**src/rtl/core_pwrup_pkg.sv**
```systemverilog
package core_pwrup_pkg;

  typedef enum logic [3:0] {
    PS_IDLE       = 4'd0,
    PS_CLAMP      = 4'd1,
    PS_GATE_WAIT  = 4'd2,
    PS_MCLAMP_OFF = 4'd3,
    PS_MHS_WAIT   = 4'd4,
    PS_OCLAMP_OFF = 4'd5,
    PS_RST_OFF    = 4'd6,
    PS_UP         = 4'd7,
    PS_DONE       = 4'd8
  } pwrup_state_e;

  localparam int unsigned CTL_W      = 8;
  localparam int unsigned BIT_OCLAMP = 0;
  localparam int unsigned BIT_MCLAMP = 1;
  localparam int unsigned BIT_L1RD   = 2;
  localparam int unsigned BIT_MHS    = 3;
  localparam int unsigned BIT_CRST   = 4;
  localparam int unsigned BIT_PRST   = 5;
  localparam int unsigned BIT_CGATE  = 6;
  localparam int unsigned BIT_UP     = 7;

  localparam int unsigned GATE_W       = 32;
  localparam int unsigned GATE_CNT_LSB = 24;
  localparam int unsigned GATE_CNT_W   = 8;

  // Cycles covering a microsecond interval, rounded up, never below one.
  function automatic int unsigned wait_cycles(longint unsigned freq_hz,
                                              longint unsigned usec);
    longint unsigned prod;
    longint unsigned cyc;
    prod = freq_hz * usec;
    cyc  = (prod + 64'd999_999) / 64'd1_000_000;
    if (cyc == 64'd0) cyc = 64'd1;
    return int'(cyc[31:0]);
  endfunction

endpackage

```
**src/rtl/pwrup_wait_timer.sv**
```systemverilog
module pwrup_wait_timer #(
  parameter int unsigned WAIT_CYC = 400
) (
  input  logic clk_i,
  input  logic rst_ni,
  input  logic load_i,
  output logic expired_o
);
  localparam int unsigned CNT_W = $clog2(WAIT_CYC + 1);
  localparam logic [CNT_W-1:0] RELOAD = CNT_W'(WAIT_CYC - 1);

  logic [CNT_W-1:0] cnt_q;
  logic [CNT_W-1:0] cnt_d;
  logic             cnt_en;

  always_comb begin
    cnt_en = 1'b0;
    cnt_d  = cnt_q;
    if (load_i) begin
      cnt_en = 1'b1;
      cnt_d  = RELOAD;
    end else if (cnt_q != '0) begin
      cnt_en = 1'b1;
      cnt_d  = cnt_q - 1'b1;
    end
  end

  always_ff @(posedge clk_i or negedge rst_ni) begin
    if (!rst_ni) begin
      cnt_q <= '0;
    end else if (cnt_en) begin
      cnt_q <= cnt_d;
    end
  end

  assign expired_o = (cnt_q == '0);

endmodule

```
**src/rtl/pwrup_fsm.sv**
```systemverilog
module pwrup_fsm
  import core_pwrup_pkg::*;
(
  input  logic         clk_i,
  input  logic         rst_ni,
  input  logic         start_i,
  input  logic         expired_i,
  output pwrup_state_e state_o,
  output logic         load_o
);
  pwrup_state_e state_q;
  pwrup_state_e state_d;

  always_comb begin
    state_d = state_q;
    load_o  = 1'b0;
    unique case (state_q)
      PS_IDLE:       if (start_i) state_d = PS_CLAMP;
      PS_CLAMP: begin
        state_d = PS_GATE_WAIT;
        load_o  = 1'b1;
      end
      PS_GATE_WAIT:  if (expired_i) state_d = PS_MCLAMP_OFF;
      PS_MCLAMP_OFF: begin
        state_d = PS_MHS_WAIT;
        load_o  = 1'b1;
      end
      PS_MHS_WAIT: begin
        if (expired_i) begin
          state_d = PS_OCLAMP_OFF;
          load_o  = 1'b1;
        end
      end
      PS_OCLAMP_OFF: if (expired_i) state_d = PS_RST_OFF;
      PS_RST_OFF:    state_d = PS_UP;
      PS_UP:         state_d = PS_DONE;
      PS_DONE:       if (start_i) state_d = PS_CLAMP;
      default:       state_d = PS_IDLE;
    endcase
  end

  always_ff @(posedge clk_i or negedge rst_ni) begin
    if (!rst_ni) begin
      state_q <= PS_IDLE;
    end else begin
      state_q <= state_d;
    end
  end

  assign state_o = state_q;

endmodule

```
**src/rtl/pwrup_out_map.sv**
```systemverilog
module pwrup_out_map
  import core_pwrup_pkg::*;
#(
  parameter int unsigned GATE_CNT = 16
) (
  input  pwrup_state_e      state_i,
  output logic [CTL_W-1:0]  core_ctl_o,
  output logic [GATE_W-1:0] gate_ctl_o,
  output logic              busy_o,
  output logic              done_o
);
  localparam logic [GATE_W-1:0] GATE_ON_WORD =
    (GATE_W'(GATE_CNT_W'(GATE_CNT)) << GATE_CNT_LSB) | GATE_W'(1);

  logic f_oclamp, f_mclamp, f_mhs, f_crst, f_prst, f_up, gate_on;

  always_comb begin
    f_oclamp = 1'b1;
    f_mclamp = 1'b1;
    f_mhs    = 1'b0;
    f_crst   = 1'b1;
    f_prst   = 1'b1;
    f_up     = 1'b0;
    gate_on  = 1'b1;
    busy_o   = 1'b1;
    done_o   = 1'b0;
    unique case (state_i)
      PS_IDLE: begin
        gate_on = 1'b0;
        busy_o  = 1'b0;
      end
      PS_CLAMP:      gate_on = 1'b0;
      PS_GATE_WAIT:  gate_on = 1'b1;
      PS_MCLAMP_OFF: f_mclamp = 1'b0;
      PS_MHS_WAIT: begin
        f_mclamp = 1'b0;
        f_mhs    = 1'b1;
      end
      PS_OCLAMP_OFF: begin
        f_mclamp = 1'b0;
        f_mhs    = 1'b1;
        f_oclamp = 1'b0;
      end
      PS_RST_OFF: begin
        f_mclamp = 1'b0;
        f_mhs    = 1'b1;
        f_oclamp = 1'b0;
        f_crst   = 1'b0;
        f_prst   = 1'b0;
      end
      PS_UP: begin
        f_mclamp = 1'b0;
        f_mhs    = 1'b1;
        f_oclamp = 1'b0;
        f_crst   = 1'b0;
        f_prst   = 1'b0;
        f_up     = 1'b1;
        done_o   = 1'b1;
      end
      PS_DONE: begin
        f_mclamp = 1'b0;
        f_mhs    = 1'b1;
        f_oclamp = 1'b0;
        f_crst   = 1'b0;
        f_prst   = 1'b0;
        f_up     = 1'b1;
        busy_o   = 1'b0;
      end
      default: begin
        gate_on = 1'b0;
        busy_o  = 1'b0;
      end
    endcase
  end

  always_comb begin
    core_ctl_o             = '0;
    core_ctl_o[BIT_OCLAMP] = f_oclamp;
    core_ctl_o[BIT_MCLAMP] = f_mclamp;
    core_ctl_o[BIT_L1RD]   = 1'b0;
    core_ctl_o[BIT_MHS]    = f_mhs;
    core_ctl_o[BIT_CRST]   = f_crst;
    core_ctl_o[BIT_PRST]   = f_prst;
    core_ctl_o[BIT_CGATE]  = 1'b0;
    core_ctl_o[BIT_UP]     = f_up;
  end

  assign gate_ctl_o = gate_on ? GATE_ON_WORD : '0;

endmodule

```
**src/rtl/core_pwrup_seq.sv**
```systemverilog
module core_pwrup_seq
  import core_pwrup_pkg::*;
#(
  parameter int unsigned CLK_FREQ_HZ = 200_000_000,
  parameter int unsigned WAIT_US     = 2,
  parameter int unsigned GATE_CNT    = 16
) (
  input  logic        clk_i,
  input  logic        rst_ni,
  input  logic        start_i,
  output logic [7:0]  core_ctl_o,
  output logic [31:0] gate_ctl_o,
  output logic        busy_o,
  output logic        done_o
);
  localparam int unsigned WAIT_CYC = wait_cycles(64'(CLK_FREQ_HZ), 64'(WAIT_US));

  pwrup_state_e state;
  logic         tmr_load;
  logic         tmr_expired;

  pwrup_fsm u_fsm (
    .clk_i     (clk_i),
    .rst_ni    (rst_ni),
    .start_i   (start_i),
    .expired_i (tmr_expired),
    .state_o   (state),
    .load_o    (tmr_load)
  );

  pwrup_wait_timer #(
    .WAIT_CYC (WAIT_CYC)
  ) u_timer (
    .clk_i     (clk_i),
    .rst_ni    (rst_ni),
    .load_i    (tmr_load),
    .expired_o (tmr_expired)
  );

  pwrup_out_map #(
    .GATE_CNT (GATE_CNT)
  ) u_map (
    .state_i    (state),
    .core_ctl_o (core_ctl_o),
    .gate_ctl_o (gate_ctl_o),
    .busy_o     (busy_o),
    .done_o     (done_o)
  );

endmodule

```
**config.mk**
```make
export PLATFORM = sky130hd
export DESIGN_NAME = core_pwrup_seq
export DESIGN_NICKNAME = d
export VERILOG_FILES = /design/src/rtl/core_pwrup_pkg.sv /design/src/rtl/pwrup_wait_timer.sv /design/src/rtl/pwrup_fsm.sv /design/src/rtl/pwrup_out_map.sv /design/src/rtl/core_pwrup_seq.sv
export SDC_FILE = /design/constraint.sdc
export NUM_CORES = 1
export LEC_CHECK = 0
export ABC_AREA = 1
export BUFFER_PORTS_ARGS = -buffer_cell sky130_fd_sc_hd__buf_4
export CAP_MARGIN = 5
export CORE_ASPECT_RATIO = 0.8
export CORE_UTILIZATION = 52
export CTS_CLUSTER_DIAMETER = 200
export DETAILED_ROUTE_END_ITERATION = 8
export GPL_ROUTABILITY_DRIVEN = 0
export PLACE_DENSITY = 0.85
export SYNTH_ARGS = -nofsm -noshare
export SYNTH_HDL_FRONTEND = slang
export SYNTH_SLANG_ARGS = --single-unit
export TNS_END_PERCENT = 1
```
**constraint.sdc**
```tcl
create_clock -name clk_i -period 3.26 [get_ports clk_i]
set_input_delay 0 -clock clk_i [delete_from_list [all_inputs] [get_ports clk_i]]
set_output_delay 0 -clock clk_i [all_outputs]
set_load 0.1 [all_outputs]
```
==> impl_metrics.json <==
{
  "status": "finished clean",
  "synth_cell_types": 27,
  "ff2ff_path_depth": 7,
  "crit_chain": "inv_2 > nand3_1 > nor2_1 > inv_2 > nand2_2 > a21oi_2 > nand2_1 > buf_4",
  "wl_met1_um": 763,
  "period_share_pct": 51.8,
  "vias": 831,
  "syn-cell-area_um2": 1150,
  "worstHoldPathType": "in -> reg",
  "endpoint_kind": "primary output",
  "yosys_register_bits": 13,
  "area.growth.synth_to_final_pct": -2.39,
  "worstPathArrival_ps": 1690,
  "root_buffer": "clkbuf_4",
  "place_hpwl_um": 1470,
  "fin_skew_ps": 3.85,
  "routed_wl_um": 1850,
  "seq_area_um2": 325,
  "timing.rr.end": "u_timer.cnt_q[0]",
  "port_buffers": 12,
  "htreeDepth": 1,
  "drive_gt1_share_pct": 25.5,
  "wl_per_cell_um": 10.5,
  "rr_startpoint": "u_timer.cnt_q[0]",
  "r2r_setup_slack_ps": 1790,
  "grt_max_degree": 14,
  "clock-sinks": 13,
  "wl_met3_um": 138,
  "worstPathRequired_ps": 3260,
  "rsz0062_at_grt": "false",
  "cts-buffers-inserted": 3,
  "dieHeight_um": 44.1,
  "core_area_um2": 1980,
  "fill_cells": 172,
  "maxCapViolCount": 0,
  "synthTopCellsByArea": "dfrtp_1 28%, buf_4 26%, nand2_1 7.5%, nand2_4 5.9%, inv_1 4.2%",
  "wl_met2_um": 934,
  "min_delay_worst_endpoint": "u_fsm.state_o[0]",
  "clockBufferDepth": 2,
  "grt_usage_pct": 17.6,
  "cp_top_family": "simple AND/OR/NAND/NOR gates",
  "netlist.top_cell.by_area": "dfrtp_1",
  "nets": 158,
  "min_from": "start_i",
  "synth-edff-count": 0,
  "antenna_found_initial": 0,
  "grt_first_pass_wirelength_um": 2950,
  "fin_crit_ps": 1690,
  "syn_area_per_cell_um2": 7.93,
  "drt-initial-drc-count": 28,
  "rows": 14,
  "yosysSeqAreaShare_pct": 28.3,
  "die_w_um": 54.6,
  "cts_tree": "built",
  "firstDrtPassIters": 4,
  "setup_tns_ps": 0,
  "dieArea_um2": 2400,
  "clk_latency_ps": 270,
  "startpoint_type": "flop",
  "netlist_instances": 145,
  "slew_viol_final": 0,
  "antennaDiodeCount": 0,
  "cts_hold_buf": 1,
  "drc": 0,
  "multi_input_area_um2": 574,
  "path_class": "reg -> out",
  "grt.overflow.total": 0,
  "path_common_cell": "inv_2",
  "max_clock_freq_ghz": 0.593,
  "avgViaCountPerCell": 4.69,
  "cp_slowest_cell": "dfrtp_1",
  "start_util_pct": 58.1,
  "hold_violations": 0,
  "crit_fanout": 6,
  "grt_pass1_vias": 698,
  "clk_pin_slew_ps": 70,
  "cts_setup_buffers": 0,
  "cts_resized": 0,
  "synth.top_cell.area_share_pct": 28.3,
  "ys.flop_type": "dfrtp_1",
  "top_layer": "met4",
  "final_antenna_net_count": 0,
  "worst-path-buf-inv": 3,
  "cpPeakStageDelay_ps": 440,
  "synthArstFlopShare_pct": 100,
  "setup_viol": 0,
  "whs_path_depth": 4,
  "ios": 45,
  "yosysWarnings": 0
}
[Yosys cell counts, types with 3 or more instances]
library cell / number
nor2_1: 7
nand2_1: 23
nor3_1: 3
o21ai_0: 4
dfrtp_1: 13
buf_4: 40
nand3_2: 3
inv_1: 13
inv_2: 3
nand2_4: 6
nor2_2: 3
nand3_1: 7
[per-stage QoR]
stage | util (%) | std cells | area, um2 | setup WS, ps | hold WS (ps)
5_1_grt | 56.7 | 177 | 1120 | 1450 | 103
3_3_place_gp | 54.9 | 172 | 1090 | 1870 | -150
4_1_cts | 56.7 | 177 | 1120 | 1590 | 102
2_1_floorplan | - | 176 | 1270 | 837 | -296
3_5_place_dp | 54.9 | 172 | 1090 | 1800 | -150
6_report | 56.7 | 177 | 1120 | 1570 | 104
[worst register-to-register path, cell delays in order (launching register included)]
cell	delay [ps]
dfrtp_1	390
inv_1	100
ha_1	270
nand2_4	100
nor2_8	150
nand2_4	100
xor2_1	180
nand2_1	70
[cell families (layout without fill, tap and decap cells)]
family / after synthesis / after routing / share of synthesized area (%)
compound gates: 10 / 10 / 5.44
xor+xnor: 3 / 3 / 2.29
fa+ha+maj: 1 / 1 / 1.09
buf+inv: 57 / 34 / 31.9
flops: 13 / 13 / 28.3
other cells: 1 / 32 / 0.326
simple gates: 60 / 60 / 30.7
[state kept, by name (all words and copies together), names as in the netlist]
register,flops
u_fsm.state_o,4
u_timer.cnt_q,9
[how the worst max path moves through the flow]
stage,start,end,slack (ps),cells past startpoint
floorplan,u_fsm.state_o[3],core_ctl_o[7],840,6
global placement,u_timer.cnt_q[0],u_fsm.state_o[3],1870,9
detailed placement,u_timer.cnt_q[0],u_timer.cnt_q[0],1800,7
CTS,u_fsm.state_o[1],gate_ctl_o[28],1590,8
global route,u_fsm.state_o[0],gate_ctl_o[28],1450,8
finish,u_fsm.state_o[1],gate_ctl_o[28],1570,8
[final cells by class]
cell class / instances / share of cell area (%)
Tap cell: 24 / 2.68
Inverter: 17 / 5.91
Sequential cell: 13 / 29.0
Timing Repair Buffer: 13 / 8.92
Multi-Input combinational cell: 106 / 51.2
Clock buffer: 4 / 2.34
[cells in the final DEF (no fill, tap or decap)]
master,instances
inv_2,3
dlygate4sd3_1,1
nand2_2,2
nand2_4,6
xor2_1,2
a21oi_2,1
nor2_1,7
clkbuf_4,3
nand3_2,3
nor2_8,1
o21ai_0,4
nand4_1,1
buf_4,12
nor2_4,1
inv_4,1
o21ai_1,2
nor3_1,3
o22ai_1,1
conb_1,32
ha_1,1
nand3_1,7
nand2_1,23
dfrtp_1,13
inv_1,13
or2_4,1
nand3b_1,2
clkbuf_1,1
nor2_2,3
o21ai_2,2
xnor2_1,1
[routing by layer]
layer | GRT usage [%] | vias up
li1 | - | 394
met1 | 22.7 | 390
met2 | 27.8 | 45
met3 | 5.50 | 2
met4 | 6.15 | 0
met5 | 0 | -
Power is not shown: default switching activity piles up to over one toggle a cycle in this logic, so the estimate is an artifact.
